$ cat config.mk
export PLATFORM = sky130hd
export DESIGN_NAME = tmr12_multi
export DESIGN_NICKNAME = d
export VERILOG_FILES = /design/src/rtl/tmr12_pkg.sv /design/src/rtl/tmr12_sync_edge.sv /design/src/rtl/tmr12_ctrl.sv /design/src/rtl/tmr12_core.sv /design/src/rtl/tmr12_multi.sv
export SDC_FILE = /design/constraint.sdc
export NUM_CORES = 1
export LEC_CHECK = 0
export ABC_AREA = 1
export CAP_MARGIN = 10
export CELL_PAD_IN_SITES_DETAIL_PLACEMENT = 0
export CELL_PAD_IN_SITES_GLOBAL_PLACEMENT = 1
export CORE_MARGIN = 1
export CORE_UTILIZATION = 39
export CTS_CLUSTER_DIAMETER = 120
export CTS_CLUSTER_SIZE = 24
export DETAILED_ROUTE_END_ITERATION = 6
export PLACE_DENSITY_LB_ADDON = 0.1
export RECOVER_POWER = 25
export SLEW_MARGIN = 20
export SYNTH_ARGS = -nofsm -noshare
export SYNTH_HDL_FRONTEND = slang
export SYNTH_HIERARCHICAL = 1
export SYNTH_SLANG_ARGS = --single-unit
$ cat constraint.sdc
create_clock -name clk -period 3.4 [get_ports clk]
set_clock_uncertainty 0.1 [all_clocks]
set_input_delay 1.02 -clock clk [delete_from_list [all_inputs] [get_ports clk]]
set_output_delay 1.02 -clock clk [all_outputs]
set_load 0.05 [all_outputs]
$ cat src/rtl/tmr12_pkg.sv
package tmr12_pkg;

  typedef enum logic [1:0] {
    MODE_INTERVAL = 2'd0,
    MODE_EVENT    = 2'd1,
    MODE_PULSE    = 2'd2,
    MODE_SQUARE   = 2'd3
  } tmr_mode_e;

endpackage

$ cat src/rtl/tmr12_sync_edge.sv
module tmr12_sync_edge #(
  parameter int unsigned STAGES = 2
) (
  input  logic clk,
  input  logic rst_n,
  input  logic pin_i,
  output logic level_o,
  output logic rise_o,
  output logic fall_o
);

  logic [STAGES-1:0] chain_q;
  logic [STAGES-1:0] chain_d;
  logic              prev_q;

  always_comb begin
    chain_d[0] = pin_i;
  end

  generate
    for (genvar g = 1; g < STAGES; g++) begin : g_stage
      always_comb chain_d[g] = chain_q[g-1];
    end
  endgenerate

  always_ff @(posedge clk or negedge rst_n) begin
    if (!rst_n) begin
      chain_q <= '0;
      prev_q  <= 1'b0;
    end else begin
      chain_q <= chain_d;
      prev_q  <= chain_q[STAGES-1];
    end
  end

  always_comb begin
    level_o = chain_q[STAGES-1];
    rise_o  = chain_q[STAGES-1] & ~prev_q;
    fall_o  = ~chain_q[STAGES-1] & prev_q;
  end

endmodule

$ cat src/rtl/tmr12_ctrl.sv
module tmr12_ctrl
  import tmr12_pkg::*;
#(
  parameter int unsigned WIDTH = 12
) (
  input  logic             clk,
  input  logic             rst_n,
  input  logic             wr_reload_i,
  input  logic [WIDTH-1:0] reload_data_i,
  input  logic             wr_ctrl_i,
  input  tmr_mode_e        ctrl_mode_i,
  input  logic             ctrl_run_i,
  output tmr_mode_e        mode_o,
  output logic             run_o,
  output logic [WIDTH-1:0] reload_o
);

  tmr_mode_e        mode_q, mode_d;
  logic             run_q, run_d;
  logic [WIDTH-1:0] reload_q, reload_d;
  logic             mode_en;

  always_comb begin
    mode_en  = wr_ctrl_i & ~run_q;
    mode_d   = mode_en ? ctrl_mode_i : mode_q;
    run_d    = wr_ctrl_i ? ctrl_run_i : run_q;
    reload_d = wr_reload_i ? reload_data_i : reload_q;
  end

  always_ff @(posedge clk or negedge rst_n) begin
    if (!rst_n) begin
      mode_q   <= MODE_INTERVAL;
      run_q    <= 1'b0;
      reload_q <= '0;
    end else begin
      mode_q   <= mode_d;
      run_q    <= run_d;
      reload_q <= reload_d;
    end
  end

  assign mode_o   = mode_q;
  assign run_o    = run_q;
  assign reload_o = reload_q;

  // mode field is locked while the timer runs
  assert_mode_locked_R8: assert property (@(posedge clk) disable iff (!rst_n)
    run_q |=> $stable(mode_q));

endmodule

$ cat src/rtl/tmr12_core.sv
module tmr12_core
  import tmr12_pkg::*;
#(
  parameter int unsigned WIDTH    = 12,
  parameter int unsigned INIT_VAL = 'hFFC
) (
  input  logic             clk,
  input  logic             rst_n,
  input  tmr_mode_e        mode_i,
  input  logic             run_i,
  input  logic [WIDTH-1:0] reload_i,
  input  logic             tick_i,
  input  logic             level_i,
  input  logic             rise_i,
  input  logic             fall_i,
  input  logic             hold_exit_i,
  output logic [WIDTH-1:0] count_o,
  output logic [WIDTH-1:0] capture_o,
  output logic             sq_o,
  output logic             irq_o
);

  localparam logic [WIDTH-1:0] CNT_MAX  = '1;
  localparam logic [WIDTH-1:0] CNT_INIT = WIDTH'(INIT_VAL);

  logic [WIDTH-1:0] cnt_q, cnt_d;
  logic [WIDTH-1:0] cap_q, cap_d;
  logic             sq_q, sq_d;
  logic             irq_q, irq_d;
  logic             adv;
  logic             wrap;
  logic             cap_en;

  // advance enable per mode
  always_comb begin
    unique case (mode_i)
      MODE_INTERVAL: adv = tick_i;
      MODE_EVENT:    adv = rise_i;
      MODE_PULSE:    adv = tick_i & level_i;
      MODE_SQUARE:   adv = tick_i;
      default:       adv = 1'b0;
    endcase
    adv    = adv & run_i;
    wrap   = adv & (cnt_q == CNT_MAX) & ~hold_exit_i;
    cap_en = run_i & fall_i & (mode_i == MODE_PULSE);
  end

  // next state
  always_comb begin
    if (hold_exit_i)   cnt_d = CNT_INIT;
    else if (wrap)     cnt_d = reload_i;
    else if (adv)      cnt_d = cnt_q + 1'b1;
    else               cnt_d = cnt_q;
    cap_d = cap_en ? cnt_q : cap_q;
    irq_d = wrap;
    sq_d  = (wrap && mode_i == MODE_SQUARE) ? ~sq_q : sq_q;
  end

  always_ff @(posedge clk or negedge rst_n) begin
    if (!rst_n) begin
      cnt_q <= CNT_INIT;
      cap_q <= '0;
      sq_q  <= 1'b0;
      irq_q <= 1'b0;
    end else begin
      cnt_q <= cnt_d;
      cap_q <= cap_d;
      sq_q  <= sq_d;
      irq_q <= irq_d;
    end
  end

  assign count_o   = cnt_q;
  assign capture_o = cap_q;
  assign sq_o      = sq_q;
  assign irq_o     = irq_q;

  // a stopped timer keeps its count unless hold exit loads it
  assert_count_frozen_R9: assert property (@(posedge clk) disable iff (!rst_n)
    (!run_i && !hold_exit_i) |=> $stable(cnt_q));

  // hold exit always lands on the initial value
  assert_hold_init_R2: assert property (@(posedge clk) disable iff (!rst_n)
    hold_exit_i |=> (cnt_q == CNT_INIT));

  // an interrupt request follows a count at the top value
  assert_wrap_irq_R4: assert property (@(posedge clk) disable iff (!rst_n)
    irq_q |-> ($past(cnt_q) == CNT_MAX));

  // the square output moves only together with a wrap request
  assert_sq_only_on_wrap_R7: assert property (@(posedge clk) disable iff (!rst_n)
    !$stable(sq_q) |-> irq_q);

endmodule

$ cat src/rtl/tmr12_multi.sv
module tmr12_multi
  import tmr12_pkg::*;
#(
  parameter int unsigned WIDTH       = 12,
  parameter int unsigned INIT_VAL    = 'hFFC,
  parameter int unsigned SYNC_STAGES = 2,
  parameter int unsigned RST_STAGES  = 2
) (
  input  logic             clk,
  input  logic             rst_n,
  input  logic             tick_i,
  input  logic             evt_pin_i,
  input  logic             hold_exit_i,
  input  logic             wr_reload_i,
  input  logic [WIDTH-1:0] reload_data_i,
  input  logic             wr_ctrl_i,
  input  logic [1:0]       ctrl_mode_i,
  input  logic             ctrl_run_i,
  output logic [WIDTH-1:0] count_o,
  output logic [WIDTH-1:0] capture_o,
  output logic [1:0]       mode_o,
  output logic             run_o,
  output logic             sq_o,
  output logic             irq_o
);

  // reset: asserted asynchronously, released on the clock
  logic [RST_STAGES-1:0] rst_pipe_q;
  logic                  rst_int_n;

  always_ff @(posedge clk or negedge rst_n) begin
    if (!rst_n) rst_pipe_q <= '0;
    else        rst_pipe_q <= {rst_pipe_q[RST_STAGES-2:0], 1'b1};
  end
  assign rst_int_n = rst_pipe_q[RST_STAGES-1];

  tmr_mode_e        mode_w;
  logic             run_w;
  logic [WIDTH-1:0] reload_w;
  logic             lvl_w, rise_w, fall_w;

  tmr12_ctrl #(.WIDTH(WIDTH)) u_ctrl (
    .clk           (clk),
    .rst_n         (rst_int_n),
    .wr_reload_i   (wr_reload_i),
    .reload_data_i (reload_data_i),
    .wr_ctrl_i     (wr_ctrl_i),
    .ctrl_mode_i   (tmr_mode_e'(ctrl_mode_i)),
    .ctrl_run_i    (ctrl_run_i),
    .mode_o        (mode_w),
    .run_o         (run_w),
    .reload_o      (reload_w)
  );

  tmr12_sync_edge #(.STAGES(SYNC_STAGES)) u_sync (
    .clk     (clk),
    .rst_n   (rst_int_n),
    .pin_i   (evt_pin_i),
    .level_o (lvl_w),
    .rise_o  (rise_w),
    .fall_o  (fall_w)
  );

  tmr12_core #(.WIDTH(WIDTH), .INIT_VAL(INIT_VAL)) u_core (
    .clk         (clk),
    .rst_n       (rst_int_n),
    .mode_i      (mode_w),
    .run_i       (run_w),
    .reload_i    (reload_w),
    .tick_i      (tick_i),
    .level_i     (lvl_w),
    .rise_i      (rise_w),
    .fall_i      (fall_w),
    .hold_exit_i (hold_exit_i),
    .count_o     (count_o),
    .capture_o   (capture_o),
    .sq_o        (sq_o),
    .irq_o       (irq_o)
  );

  assign mode_o = mode_w;
  assign run_o  = run_w;

endmodule

Word level (Yosys, flattened, before mapping)
Index checks and enable logic that the tools add are counted.
Word-level totals
  memories kept: 0
  bits of input ports: 22
  output and inout bits: 29
  register bits: 46
  bits in latches: 0
  RAM bits: 0
  memory bits (read-only): 0
Cells by class
  eq/ne operators: 4
  $lt $le $gt $ge: 0
  reductions and logical operators: 4
  divide/modulo/power cells: 0
  add/sub/neg operators: 1
  muxes and demuxes: 4
  multiply operators: 0
  shift-type cells: 0
  bitwise logic cells: 14
Operators by type and width (count)
  $mux 12: 3
  $add 12x1->12 const B: 1
  $eq 12x12->1 const B: 1
  $and 1x1->1: 9
  $not 1->1: 5
  $eq 2x2->1 const B: 2
  $pmux 1 s3: 1
  $reduce_bool 3->1: 1
  $eq 2x1->1 const B: 1
  $logic_not 2->1: 1
  $reduce_or 2->1: 1
  $logic_and 1x1->1: 1

Logic depth before layout (Yosys ltp)
  word-level depth: 8
  gate-level depth with buffers: 12
  mapped depth without buffers: 12

By module
Netlist, hierarchy kept.
By module, submodules not included
  tmr12_core: instances 1, cells each 192, area each 1471.4 sq um
  tmr12_ctrl: instances 1, cells each 63, area each 593.1 sq um
  tmr12_sync_edge: instances 1, cells each 7, area each 90.1 sq um
  tmr12_multi: instances 1, cells each 3, area each 53.8 sq um

Worst setup path before layout
OpenSTA, ideal clock, no wires.
  path kind: input port to flip-flop
  start: input port hold_exit_i
  end: register u_core.sq_q, in the netlist u_core/sq_o
  arrival time: 1.748 ns
  required time: 3.181 ns
  setup slack: 1.433 ns
  stages on the path: 10
  buffers on the path: 0
  cell sequence: inv_1 > nand2_1 > inv_1 > nand2_1 > nor2_8 > nand2_2 > inv_2 > nand2_1 > nand2_1 > nand2_1
On the way
  word-level cells in the longest chain between the ends: 3
Ends and longest elaborated chain
  start: declaration: line tmr12_multi.sv:13  | input logic hold_exit_i,
  $not 1->1: line tmr12_core.sv:44  | wrap = adv & (cnt_q == CNT_MAX) & ~hold_exit_i;
  $and 1x1->1: line tmr12_core.sv:44
  via u_core.irq_d: line tmr12_core.sv:29  | logic irq_q, irq_d;
  $logic_and 1x1->1: line tmr12_core.sv:56  | sq_d = (wrap && mode_i == MODE_SQUARE) ? ~sq_q : sq_q;
  end signal: assignment: line tmr12_core.sv:68  | sq_q <= sq_d;
  end: declaration: line tmr12_core.sv:28  | logic sq_q, sq_d;
The timed path passes the listed nets, and every way through them passes these cells.
A chain may end at the register's enable or synchronous reset.

Final worst setup path
  start: register u_core.cnt_q[2], in the netlist u_core/count_o[2]
  end: output port count_o[2]
RTL lines
  start: declaration: line tmr12_core.sv:26  | logic [WIDTH-1:0] cnt_q, cnt_d;
  start signal: assignment: line tmr12_core.sv:66  | cnt_q <= cnt_d;
  end: declaration: line tmr12_multi.sv:19  | output logic [WIDTH-1:0] count_o,
No word-level cell between the ends.

==> run summary <==
status -> finished with violations
failing checks -> capacitance limit, slew limit
Hold-fix buffers, CTS -> 0
slowest stage delay, CP -> 830 ps
DP Area -> 0.002755 mm2
clk sink count -> 46
highest routed layer -> met4
CTS root buf -> clkbuf_8
global-route wire length before repair -> 7762 um
mapped cell area -> 0.002208 mm2
dpl hpwl -> 3304 um
Final Hold Viols -> 0
Setup Buffers After CTS -> 0
DR pass1 iterations -> 4
number of port buffers -> 50
Total GRT Usage -> 0.1659
Area growth, synth to finish -> 29.01%
Power Dens Cells -> 533.3 mW/mm2
Hold Startpoint -> u_sync/chain_q[0]
arrival time at the worst endpoint -> 1740 ps
Slew @ Worst Pin -> 1678 ps
Syn Inst Count -> 265
Critical Path Source Type -> flop
Ys Warns -> 6
CP max FO -> 8
Final Max Slew Viols -> 45
number of primary I/O pins -> 51
clock buffer depth -> 2
routability cong. -> 0.7962
core footprint -> 0.005473 mm2
RSZ-0062 raised after global routing -> false
post-synthesis cell type count -> 25
setup ws final -> 537.9 ps
DR WL/cell -> 11.49 um
synthesis-stage register bit count -> 46
fin crit share -> 0.8418
Critical path buffers and inverters -> 1
dominant cell type by area after synthesis -> dfrtp_1
gr ovfl total -> 0
H-tree depth -> 2
critical path class -> reg -> out
vias in the first global route -> 1684
CTS tree -> yes
Seq/Total Area, Yosys -> 0.5269
Worst Path Required -> 2280 ps
die area -> 0.005968 mm2
Non-Filler Instances -> 389
max-cap violations -> 1
fraction of layout cells with a size suffix above 1 -> 0.08833
post-route cell area -> 0.002849 mm2
vias per inst -> 4.491
final setup fails -> 0
met1 WL -> 2267 um
Met2 Routed Length -> 1973 um
dpl ws -> 745.5 ps
CP startpoint -> u_core/count_o[2]
Static Leak -> 1.483 nW
Fmax -> 349.4 MHz
CTS clk-pin slew, worst paths -> 90 ps
syn nets -> 291
worst vdd ir -> 0.2336 mV
Starting Density -> 0.4035
worst skew pair latency -> 300 ps
reg2reg start -> u_ctrl/mode_o[0]
Diodes inserted -> 0
min Tclk post-route -> 2862 ps
post-CTS sizing -> 0
initial antenna violation count -> 0
Die Y-Extent -> 77.25 um
setup TNS -> 0 ps
crit-path cells -> clkdlybuf4s50_1
CTS Buf Count -> 5
DRC -> 0
CP endpoint kind -> output pin
synth top area cells -> dfrtp_1 41%, dfstp_2 12%, nand2_1 11%
Hold Crit Class -> reg -> reg
Rel. slew slack -> -0.1187
DR WL met3 -> 185 um
Detail Route Antenna Nets -> 0
DIE WIDTH -> 77.25 um
Post-Route WL -> 4470 um
largest net degree at the start of global routing -> 45
slowest CP cell -> clkdlybuf4s50_1
FP Rows -> 27
final-stage net count -> 342
CP top delay family -> buffers and inverters
post-synth top area share -> 0.4079
placed cells -> 381
Syn Area/Cell -> 8.333 um2
DRT iter0 DRCs -> 63
via count -> 1747
-- power breakdown --
group	switching (W)	leakage (nW)	internal [W]
Sequential	0.0000534	0.548	0.000626
Clock	0.000182	0.0472	0.000163
Combinational	0.000323	0.887	0.000172
Total	0.000558	1.48	0.000962
-- metrics by stage --
stage | total power [W] | util | hold slack [ps]
after global routing | 0.001601 | 0.5206 | 282.5
after detailed placement | 0.001191 | 0.5034 | 244.8
final | 0.001519 | 0.5206 | 262.2
after global placement | 0.001187 | 0.5034 | 234.0
after CTS | 0.001541 | 0.5208 | 265.5
after floorplan | 0.001013 | - | 231.2
-- cell type report --
cell class                 count  area, um2
fill                         554       2624
sequential                    46       1164
tap                           72      90.09
clock inverter                 2      12.51
multi-input combinational    173      849.6
clock buffer                   6      82.58
inverter                      40      150.1
timing repair buffer          50      500.5
-- state kept, by name, indices dropped and copies added, names as in the netlist --
name,count
u_core/sq_o,1
u_core/irq_o,1
rst_pipe_q,2
u_sync/chain_q,2
u_ctrl/reload_o,12
u_ctrl/run_o,1
u_core/count_o,12
u_sync/prev_q,1
u_ctrl/mode_o,2
u_core/capture_o,12
-- worst paths after layout --
check / end / slack (ps) / cells after the start
worst max register to register: u_core/capture_o[2] / 1480 / 4
worst min-delay path: u_sync/chain_q[1] / 260 / 0
min in group asynchronous: u_ctrl/reload_o[6] / 610 / 0
worst max-delay path: count_o[2] / 540 / 1
max in group asynchronous: u_core/capture_o[5] / 1620 / 0
worst min register to register: u_sync/chain_q[1] / 260 / 0
-- metal layers --
layer  vias up  global-route usage
li1        930                   -
met1       768              0.2201
met2        45              0.2619
met3         4             0.02857
met4         0             0.07925
met5         -                   0
-- synth_stat cells --
cell type / number
nand2_1: 66
inv_1: 39
dfrtp_1: 36
nor2_1: 25
o21ai_0: 25
nand3_1: 17
a21oi_1: 13
dfstp_2: 10
o21ai_1: 5
ha_1: 4
buf_6: 3
clkbuf_1: 3
nand4_1: 3
xor2_1: 3
mux2_2: 2
nand2_2: 2
conb_1: 1
inv_2: 1
nand2_4: 1
nand3b_1: 1
nor2_2: 1
nor2_4: 1
nor2_8: 1
o21ai_2: 1
xnor2_1: 1
-- layout by cell type, fill, tap and decap left out --
master	count
nor2_8	1
dfrtp_1	36
conb_1	1
a21oi_1	13
nor2_1	25
ha_1	4
mux2_2	2
nand3_1	17
dfstp_2	10
clkinvlp_4	1
inv_2	1
o21ai_2	1
clkdlybuf4s50_1	49
nand2_1	66
inv_1	39
nand4_1	3
nand2_2	2
xor2_1	3
clkbuf_8	6
dlygate4sd3_1	1
xnor2_1	1
nand3b_1	1
nor2_4	1
nand2_4	1
clkinv_2	1
nor2_2	1
o21ai_0	25
o21ai_1	5
-- cells by family after synthesis --
kind of cell,Yosys count,share of synthesized area
XOR/XNOR,4,0.01587
flip-flops,46,0.5269
adder cells (fa/ha/maj),4,0.02266
other,1,0.001698
buffers and inverters,46,0.08838
AO/OA/AOI/OAI,44,0.1014
AND/OR/NAND/NOR,118,0.2329
multiplexers,2,0.01020
Note: power is estimated with default switching activity, not from simulation.
